===== src/rtl/wbb_pkg.sv =====
package wbb_pkg;

   // Sequencer states of the write barrier bridge
   typedef enum logic [1:0] {
      ST_IDLE = 2'd0,   // waiting for a master request
      ST_FWD  = 2'd1,   // master access driven on the external bus
      ST_BAR  = 2'd2,   // barrier read driven on the external bus
      ST_RESP = 2'd3    // acknowledge pulse back to the master
   } wbb_state_e;

endpackage


===== src/rtl/wbb_win_dec.sv =====
module wbb_win_dec #(
   parameter int unsigned AW          = 16,
   parameter bit          HI_INCLUSIVE = 1'b1
) (
   input  logic [AW-1:0] addr,
   input  logic [AW-1:0] lo,
   input  logic [AW-1:0] hi,
   output logic          hit
);

   logic above_lo;
   logic below_hi;

   assign above_lo = (addr >= lo);

   generate
      if (HI_INCLUSIVE) begin : g_incl
         assign below_hi = (addr <= hi);
      end else begin : g_excl
         assign below_hi = (addr < hi);
      end
   endgenerate

   assign hit = above_lo & below_hi;

endmodule


===== src/rtl/wbb_bar_sel.sv =====
module wbb_bar_sel #(
   parameter int unsigned   AW           = 16,
   parameter bit            HI_INCLUSIVE = 1'b1,
   parameter logic [AW-1:0] DEC_LO       = '0,
   parameter logic [AW-1:0] DEC_HI       = '1
) (
   input  logic [AW-1:0] cfg_bar,
   input  logic [AW-1:0] win_lo,
   input  logic [AW-1:0] win_hi,
   output logic [AW-1:0] bar_addr
);

   logic in_decoded;
   logic in_window;
   logic usable;

   assign in_decoded = (cfg_bar >= DEC_LO) && (cfg_bar <= DEC_HI);

   wbb_win_dec #(
      .AW           (AW),
      .HI_INCLUSIVE (HI_INCLUSIVE)
   ) u_bar_win (
      .addr (cfg_bar),
      .lo   (win_lo),
      .hi   (win_hi),
      .hit  (in_window)
   );

   assign usable   = in_decoded & ~in_window;
   assign bar_addr = usable ? cfg_bar : DEC_LO;

endmodule


===== src/rtl/wbb_bar_cnt.sv =====
module wbb_bar_cnt #(
   parameter int unsigned CW       = 8,
   parameter bit          SATURATE = 1'b1
) (
   input  logic          clk,
   input  logic          rst_n,
   input  logic          inc,
   output logic [CW-1:0] count
);

   localparam logic [CW-1:0] ONE  = {{(CW-1){1'b0}}, 1'b1};
   localparam logic [CW-1:0] FULL = '1;

   generate
      if (SATURATE) begin : g_sat
         always_ff @(posedge clk) begin
            if (!rst_n) begin
               count <= '0;
            end else if (inc && (count != FULL)) begin
               count <= count + ONE;
            end
         end
      end else begin : g_wrap
         always_ff @(posedge clk) begin
            if (!rst_n) begin
               count <= '0;
            end else if (inc) begin
               count <= count + ONE;
            end
         end
      end
   endgenerate

endmodule


===== src/rtl/wbb_seq.sv =====
module wbb_seq
   import wbb_pkg::*;
#(
   parameter int unsigned AW = 16,
   parameter int unsigned DW = 16
) (
   input  logic          clk,
   input  logic          rst_n,
   // master side
   input  logic          m_req,
   input  logic          m_we,
   input  logic [AW-1:0] m_addr,
   input  logic [DW-1:0] m_wdata,
   input  logic          m_hit,
   output logic          m_ack,
   output logic [DW-1:0] m_rdata,
   // barrier target chosen for this access
   input  logic [AW-1:0] bar_addr,
   // external side
   output logic          x_req,
   output logic          x_we,
   output logic [AW-1:0] x_addr,
   output logic [DW-1:0] x_wdata,
   input  logic          x_ack,
   input  logic [DW-1:0] x_rdata,
   // completion of a barrier read
   output logic          bar_done
);

   wbb_state_e    st_q;
   logic [AW-1:0] addr_q;
   logic [AW-1:0] bar_q;
   logic [DW-1:0] wdata_q;
   logic [DW-1:0] rdata_q;
   logic          we_q;
   logic          prot_q;

   always_ff @(posedge clk) begin
      if (!rst_n) begin
         st_q    <= ST_IDLE;
         addr_q  <= '0;
         bar_q   <= '0;
         wdata_q <= '0;
         rdata_q <= '0;
         we_q    <= 1'b0;
         prot_q  <= 1'b0;
      end else begin
         unique case (st_q)
            ST_IDLE: begin
               if (m_req) begin
                  addr_q  <= m_addr;
                  wdata_q <= m_wdata;
                  we_q    <= m_we;
                  prot_q  <= m_we & m_hit;
                  bar_q   <= bar_addr;
                  st_q    <= ST_FWD;
               end
            end
            ST_FWD: begin
               if (x_ack) begin
                  if (prot_q) begin
                     st_q <= ST_BAR;
                  end else begin
                     rdata_q <= we_q ? '0 : x_rdata;
                     st_q    <= ST_RESP;
                  end
               end
            end
            ST_BAR: begin
               if (x_ack) begin
                  rdata_q <= '0;
                  st_q    <= ST_RESP;
               end
            end
            ST_RESP: begin
               st_q <= ST_IDLE;
            end
            default: st_q <= ST_IDLE;
         endcase
      end
   end

   always_comb begin
      x_req   = (st_q == ST_FWD) || (st_q == ST_BAR);
      x_we    = (st_q == ST_FWD) && we_q;
      x_addr  = (st_q == ST_BAR) ? bar_q : addr_q;
      x_wdata = (st_q == ST_FWD) ? wdata_q : '0;
      m_ack   = (st_q == ST_RESP);
      m_rdata = rdata_q;
   end

   assign bar_done = (st_q == ST_BAR) && x_ack;

endmodule


===== src/rtl/wr_barrier_bridge.sv =====
module wr_barrier_bridge #(
   parameter int unsigned       ADDR_W       = 16,
   parameter int unsigned       DATA_W       = 16,
   parameter int unsigned       CNT_W        = 8,
   parameter bit                CNT_SATURATE = 1'b1,
   parameter bit                HI_INCLUSIVE = 1'b1,
   parameter logic [ADDR_W-1:0] DEC_LO       = 'h8000,
   parameter logic [ADDR_W-1:0] DEC_HI       = 'hBFFF
) (
   input  logic              clk,
   input  logic              rst_n,
   input  logic              m_req,
   input  logic              m_we,
   input  logic [ADDR_W-1:0] m_addr,
   input  logic [DATA_W-1:0] m_wdata,
   output logic              m_ack,
   output logic [DATA_W-1:0] m_rdata,
   output logic              x_req,
   output logic              x_we,
   output logic [ADDR_W-1:0] x_addr,
   output logic [DATA_W-1:0] x_wdata,
   input  logic              x_ack,
   input  logic [DATA_W-1:0] x_rdata,
   input  logic [ADDR_W-1:0] cfg_win_lo,
   input  logic [ADDR_W-1:0] cfg_win_hi,
   input  logic [ADDR_W-1:0] cfg_bar_addr,
   output logic [CNT_W-1:0]  bar_count
);

   initial begin : p_param_chk
      assert (ADDR_W >= 2)      else $fatal(1, "ADDR_W must be at least 2");
      assert (DATA_W >= 1)      else $fatal(1, "DATA_W must be at least 1");
      assert (CNT_W >= 1)       else $fatal(1, "CNT_W must be at least 1");
      assert (DEC_LO <= DEC_HI) else $fatal(1, "decoded region is empty");
   end

   logic              m_hit;
   logic [ADDR_W-1:0] bar_addr;
   logic              bar_done;

   wbb_win_dec #(
      .AW           (ADDR_W),
      .HI_INCLUSIVE (HI_INCLUSIVE)
   ) u_win (
      .addr (m_addr),
      .lo   (cfg_win_lo),
      .hi   (cfg_win_hi),
      .hit  (m_hit)
   );

   wbb_bar_sel #(
      .AW           (ADDR_W),
      .HI_INCLUSIVE (HI_INCLUSIVE),
      .DEC_LO       (DEC_LO),
      .DEC_HI       (DEC_HI)
   ) u_bar_sel (
      .cfg_bar  (cfg_bar_addr),
      .win_lo   (cfg_win_lo),
      .win_hi   (cfg_win_hi),
      .bar_addr (bar_addr)
   );

   wbb_seq #(
      .AW (ADDR_W),
      .DW (DATA_W)
   ) u_seq (
      .clk      (clk),
      .rst_n    (rst_n),
      .m_req    (m_req),
      .m_we     (m_we),
      .m_addr   (m_addr),
      .m_wdata  (m_wdata),
      .m_hit    (m_hit),
      .m_ack    (m_ack),
      .m_rdata  (m_rdata),
      .bar_addr (bar_addr),
      .x_req    (x_req),
      .x_we     (x_we),
      .x_addr   (x_addr),
      .x_wdata  (x_wdata),
      .x_ack    (x_ack),
      .x_rdata  (x_rdata),
      .bar_done (bar_done)
   );

   wbb_bar_cnt #(
      .CW       (CNT_W),
      .SATURATE (CNT_SATURATE)
   ) u_cnt (
      .clk   (clk),
      .rst_n (rst_n),
      .inc   (bar_done),
      .count (bar_count)
   );

endmodule


===== config.mk =====
export PLATFORM = sky130hd
export DESIGN_NAME = wr_barrier_bridge
export DESIGN_NICKNAME = d
export VERILOG_FILES = /design/src/rtl/wbb_pkg.sv /design/src/rtl/wbb_win_dec.sv /design/src/rtl/wbb_bar_sel.sv /design/src/rtl/wbb_bar_cnt.sv /design/src/rtl/wbb_seq.sv /design/src/rtl/wr_barrier_bridge.sv
export SDC_FILE = /design/constraint.sdc
export NUM_CORES = 1
export LEC_CHECK = 0
export ABC_AREA = 0
export ABC_CLOCK_PERIOD_IN_PS = 1990
export BUFFER_PORTS_ARGS = -buffer_cell sky130_fd_sc_hd__buf_2
export CORE_MARGIN = 5
export CORE_UTILIZATION = 52
export CTS_CLUSTER_SIZE = 16
export DETAILED_ROUTE_END_ITERATION = 8
export HOLD_SLACK_MARGIN = 0.03
export MAX_ROUTING_LAYER = met4
export PLACE_DENSITY = 0.85
export SLEW_MARGIN = 20
export SYNTH_ARGS = -nofsm -noshare
export SYNTH_HDL_FRONTEND = slang
export SYNTH_SLANG_ARGS = --single-unit

===== constraint.sdc =====
create_clock -name clk -period 1.99 [get_ports clk]
set_input_delay 0.199 -clock clk [delete_from_list [all_inputs] [get_ports clk]]
set_output_delay 0.199 -clock clk [all_outputs]
set_load 0.02 [all_outputs]

======== Yosys cells after proc, flatten, opt, wreduce, memory -nomap -nowiden ========
Index checks and enable logic that the tools add are counted.
storage, ports and cells
  bits in registers ....................... 76
  input bits .............................. 101
  output and inout bits ................... 59
  word-level logic and storage cells ...... 51
cells by class
  add/sub/neg operators ................... 1
  magnitude comparators ................... 6
  equality and inequality tests ........... 8
  mux-type cells .......................... 13
  bitwise logic cells ..................... 5
  reductions and logical operators ........ 10
operators by type and width
  cell                                                             count
  16-bit 2-to-1 mux                                                7
  16-bit >= comparator                                             2
  16-bit less-or-equal comparator                                  2
  16-bit case mux with 2 select lines                              1
  16-bit >= comparator, second input constant                      1
  16-bit less-or-equal comparator, second input constant           1
  8-bit by 1-bit adder with 8-bit output, second input constant    1
  2-bit != test, second input constant                             4
  8-bit != test, second input constant                             1
  2-bit case mux with 4 select lines                               1
  2-bit 2-to-1 mux                                                 3
  1-bit bitwise AND                                                4
  2-bit == test, second input constant                             2
  1-bit logical AND                                                4
  4-bit AND reduction                                              1
  3-bit AND reduction                                              1
  2-bit by 1-bit == test with 1-bit output, second input constant  1
  2-bit zero test                                                  1
  2-bit AND reduction                                              1
  2-bit nonzero test                                               1
  1-bit logical OR                                                 1
  1-bit 2-to-1 mux                                                 1
  1-bit inverter                                                   1

======== Depth between registers and ports, before layout ========
  depth in word-level cells ............... 5
  depth in mapped cells ................... 9
  gate-level depth less buffers ........... 8

======== Cells and area by module ========
A second synthesis with hierarchy kept.
second synthesis, totals
  cell total of the unflattened synthesis .. 635
  area, all modules ....................... 5245.0 µm²
modules (own cells, without submodules)
  module       times used  cells an instance  area an instance (µm²)  seq. area each (µm²)
  wbb_seq      1           347                3019.1                  1361.3
  wbb_win_dec  2           110                807.0                   0.0
  wbb_bar_cnt  1           47                 404.1                   160.2
  wbb_bar_sel  1           21                 207.7                   0.0

======== Worst setup path after synthesis ========
No wires, ideal clock.
  path type ............................... input -> register
  start point ............................. input port cfg_win_hi[14]
  end point ............................... register u_seq.bar_q[0]
  setup time .............................. 0.120 ns
  arrival ................................. 1.634 ns
  data required time ...................... 1.870 ns
  path slack .............................. 0.235 ns
  stages .................................. 9
  path buffers ............................ 1
  path through ............................ inv_1 -> ha_1 -> a21oi_1 -> nand2_1 -> a221o_1 -> a211o_1 -> buf_6 -> nand4_1 -> nand3_1
on the way
  word-level cells in the longest chain between the ends .. 5
ends and longest elaborated chain
  item                             line                     RTL
  start, declared                  wr_barrier_bridge.sv:25  input logic [ADDR_W-1:0] cfg_win_hi,
  16-bit less-or-equal comparator  wbb_win_dec.sv:18        assign below_hi = (addr <= hi);
  1-bit bitwise AND                wbb_win_dec.sv:24        assign hit = above_lo & below_hi;
  1-bit inverter                   wbb_bar_sel.sv:29        assign usable = in_decoded & ~in_window;
  1-bit bitwise AND                wbb_bar_sel.sv:29
  16-bit 2-to-1 mux                wbb_bar_sel.sv:30        assign bar_addr = usable ? cfg_bar : DEC_LO;
  end signal, assigned             wbb_seq.sv:55            bar_q <= bar_addr;
  end, declared                    wbb_seq.sv:32            logic [AW-1:0] bar_q;
Every way passes these cells.
A chain may end at the register's enable or synchronous reset.

======== Final worst setup path ========
  start point ............................. register u_seq.st_q[1]
  end point ............................... output port x_addr[9]
on the way
  word-level cells in the longest chain between the ends .. 2
ends and longest elaborated chain
  item                    line                     RTL
  start, declared         wbb_seq.sv:30            wbb_state_e st_q;
  start signal, assigned  wbb_seq.sv:40            st_q <= ST_IDLE;
  start signal, assigned  wbb_seq.sv:56            st_q <= ST_FWD;
  start signal, assigned  wbb_seq.sv:62            st_q <= ST_BAR;
  2-bit == test           wbb_seq.sv:86            x_addr = (st_q == ST_BAR) ? bar_q : addr_q;
  16-bit 2-to-1 mux       wbb_seq.sv:86
  end, declared           wr_barrier_bridge.sv:20  output logic [ADDR_W-1:0] x_addr,
Every way passes these cells.

==> metrics <==
Cell Area, Synth=~4900 µm²; RSZ-0062 raised after global routing=false; final setup vio count=0; clk buf depth=2; Setup TNS=0 ps; Worst EP required=~1800 ps; status=finished, final reports clean; Hold Crit Class=in2reg; Die X-Extent=approximately 110 µm; area grow syn2layout=24.29%; TritonCTS clock tree=done; post-synthesis sequential area ratio=0.3086; biggest area consumer among synthesized cells=dfxtp_1; Via density=between 5 and 6; Tot GR Track Use=0.2330; final hold violations=0; critical path data arrival time=about 1700 ps; first-pass GRT wire length=between 20000 and 25000 µm; via count=around 4700; core area=9240 µm²; post-DP HPWL=approximately 11000 µm; antenna fix cells=0; commonest non-fill, non-tap cell in the layout=buf_2; Syn Inst Count=roughly 590; CTS buffer count=9; final setup margin=~96 ps; die span in y=107.4 µm; YS warnings=0; clk slew on worst S/H paths=about 70 ps; Final Slew Violations=0; syn nets=between 700 and 800; Avg Inst Size Synth=8.341 µm²; Setup crit start kind=flop; initial antenna violation count=0; vias in the first global route=4597; peak fanout along the critical path=9; peak supply drop=approximately 520 µV; kind of critical path=reg2out; pre-CTS WS=-101.4 ps; Yosys top cell area share=0.3086; Slew HR=0.6631; part of the cycle the worst path needs=0.9518; count of cell types in the netlist=between 40 and 50; final antenna-violating net count=0; H-tree levels=3; P_leak=3.013 nW; Initial Utilization=0.5335; Worst setup EP type=primary output; Root Buffer Master=clkbuf_8; drt wl/cell=14.96 µm; Routed WL=13210 µm; Clock Latency Late Sink=340 ps; num rows=35; clock sink total=76; Hold-fix buffers, CTS=0; Setup Skew=5.950 ps; Fill cells=slightly above 800; GP Congestion=roughly 0.95; Max Fclk=roughly 0.53 GHz; Seq cells post-synth=76; top cells by area, synth=dfxtp_1, ha_1, a21boi_0, nand2_1, nand3_1; Initial DRT Pass Iterations=5; Worst-Margin Slew=slightly above 500 ps; Min Hold Slack=105.9 ps; layout cells sized above 1=0.2931; First DRT Iteration DRCs=approximately 250; Max-Cap Viols=0; pwr/cell area=around 860 nW/µm²; fin crit period=between 1500 and 2000 ps; final net count=slightly above 900; GRT Residual Overflow=0; Die ar.=11530 µm²; most frequent cells in the layout=buf_2, nand2_1, dfxtp_1; Boundary Pins=160; largest net degree at the start of global routing=41; IO buf count=around 160; DR DRC count=0
-- Yosys cell counts, drive strengths merged --
cell     instances
a211o            1
o21a             1
nand4           42
a21oi           25
o211a            1
o21ai           11
xor2             1
nor2             8
a211oi           5
o22ai            1
inv             39
buf             10
o41ai            2
and2            24
a221o            1
mux2i            2
nand3           55
dfxtp           76
o211ai           1
mux2            16
o21bai           1
a2111oi          2
nand3b           2
a21o             6
nand2b           2
clkbuf          22
xnor2            4
nor4             2
nand2           97
a21boi          52
or3              2
and3             2
ha              70
nor3             1
nor2b            4
-- state kept, by name, indices dropped and copies added (netlist names) --
register       flops
u_cnt.count        8
u_seq.addr_q      16
u_seq.bar_q       16
u_seq.m_rdata     16
u_seq.prot_q       1
u_seq.st_q         2
u_seq.wdata_q     16
u_seq.we_q         1
-- cells by family (layout without fill, tap and decap cells) --
group,count (synthesis),in the layout,synth area share
AND/OR/NAND/NOR,241,241,0.2429
adder cells (fa/ha/maj),70,70,0.1777
buffers and inverters,71,234,0.06142
XOR/XNOR,5,5,0.008883
flip-flops,76,76,0.3086
multiplexers,18,18,0.04061
AO/OA/AOI/OAI,110,110,0.1599
-- critical path, stage by stage (launching register included) --
cell     delay [ps]
dfxtp_1         330
buf_4           130
ha_4            160
buf_4           190
mux2_2          380
buf_2           160
-- where the power goes --
| part | switching [W] | internal [W] | total (W) |
|---|---|---|---|
| clock | 0.000550 | 0.000611 | 0.00116 |
| sequential | 0.000114 | 0.00176 | 0.00187 |
| combinational | 0.00137 | 0.000845 | 0.00221 |
-- metal layers --
| metal | track usage | vias to the layer above | wire length (µm) |
|---|---|---|---|
| met1 | 0.2979 | 2151 | 5994 |
| met4 | 0.06853 | 0 | 304 |
| met5 | - | - | 0 |
| met2 | 0.3820 | 167 | 6077 |
| li1 | - | 2400 | - |
| met3 | 0.03719 | 22 | 829 |
-- layout make-up --
cell class                 instances  area (µm²)  share of cell area
multi-input combinational        444        3122              0.5095
sequential                        76        1521              0.2483
timing repair buffer             179       974.7              0.1591
tap                              129       161.4             0.02634
inverter                          39       146.4             0.02389
clock buffer                      10       137.6             0.02246
clock inverter                     6       63.81             0.01041
-- repair_timing --
| item | CTS | global route |
|---|---|---|
| endpoints found under the setup margin | 16 | 18 |
| setup buffers | 0 | 0 |
| resized for setup | 1 | 5 |
-- per-stage QoR --
stage               area (µm²)  std cells  utilization  total power (W)
floorplan                 4930        591            -         0.003356
global placement          5906        867       0.6391         0.004005
detailed placement        5906        867       0.6391         0.004092
CTS                       6110        883       0.6612         0.005255
global route              6127        883       0.6631         0.005621
finish                    6127        883       0.6631         0.005246
-- final timing paths --
| kind | cells after the start | start | slack (ps) | endpoint |
|---|---|---|---|---|
| worst max-delay path | 5 | u_seq.st_q[1] | 100 | x_addr[9] |
| worst min-delay path | 3 | m_wdata[0] | 110 | u_seq.wdata_q[0] |
| worst min register to register | 2 | u_seq.wdata_q[13] | 460 | u_seq.wdata_q[13] |
| worst max register to register | 7 | u_seq.st_q[0] | 220 | u_seq.m_rdata[14] |
Power figures use the tool's default switching activity.
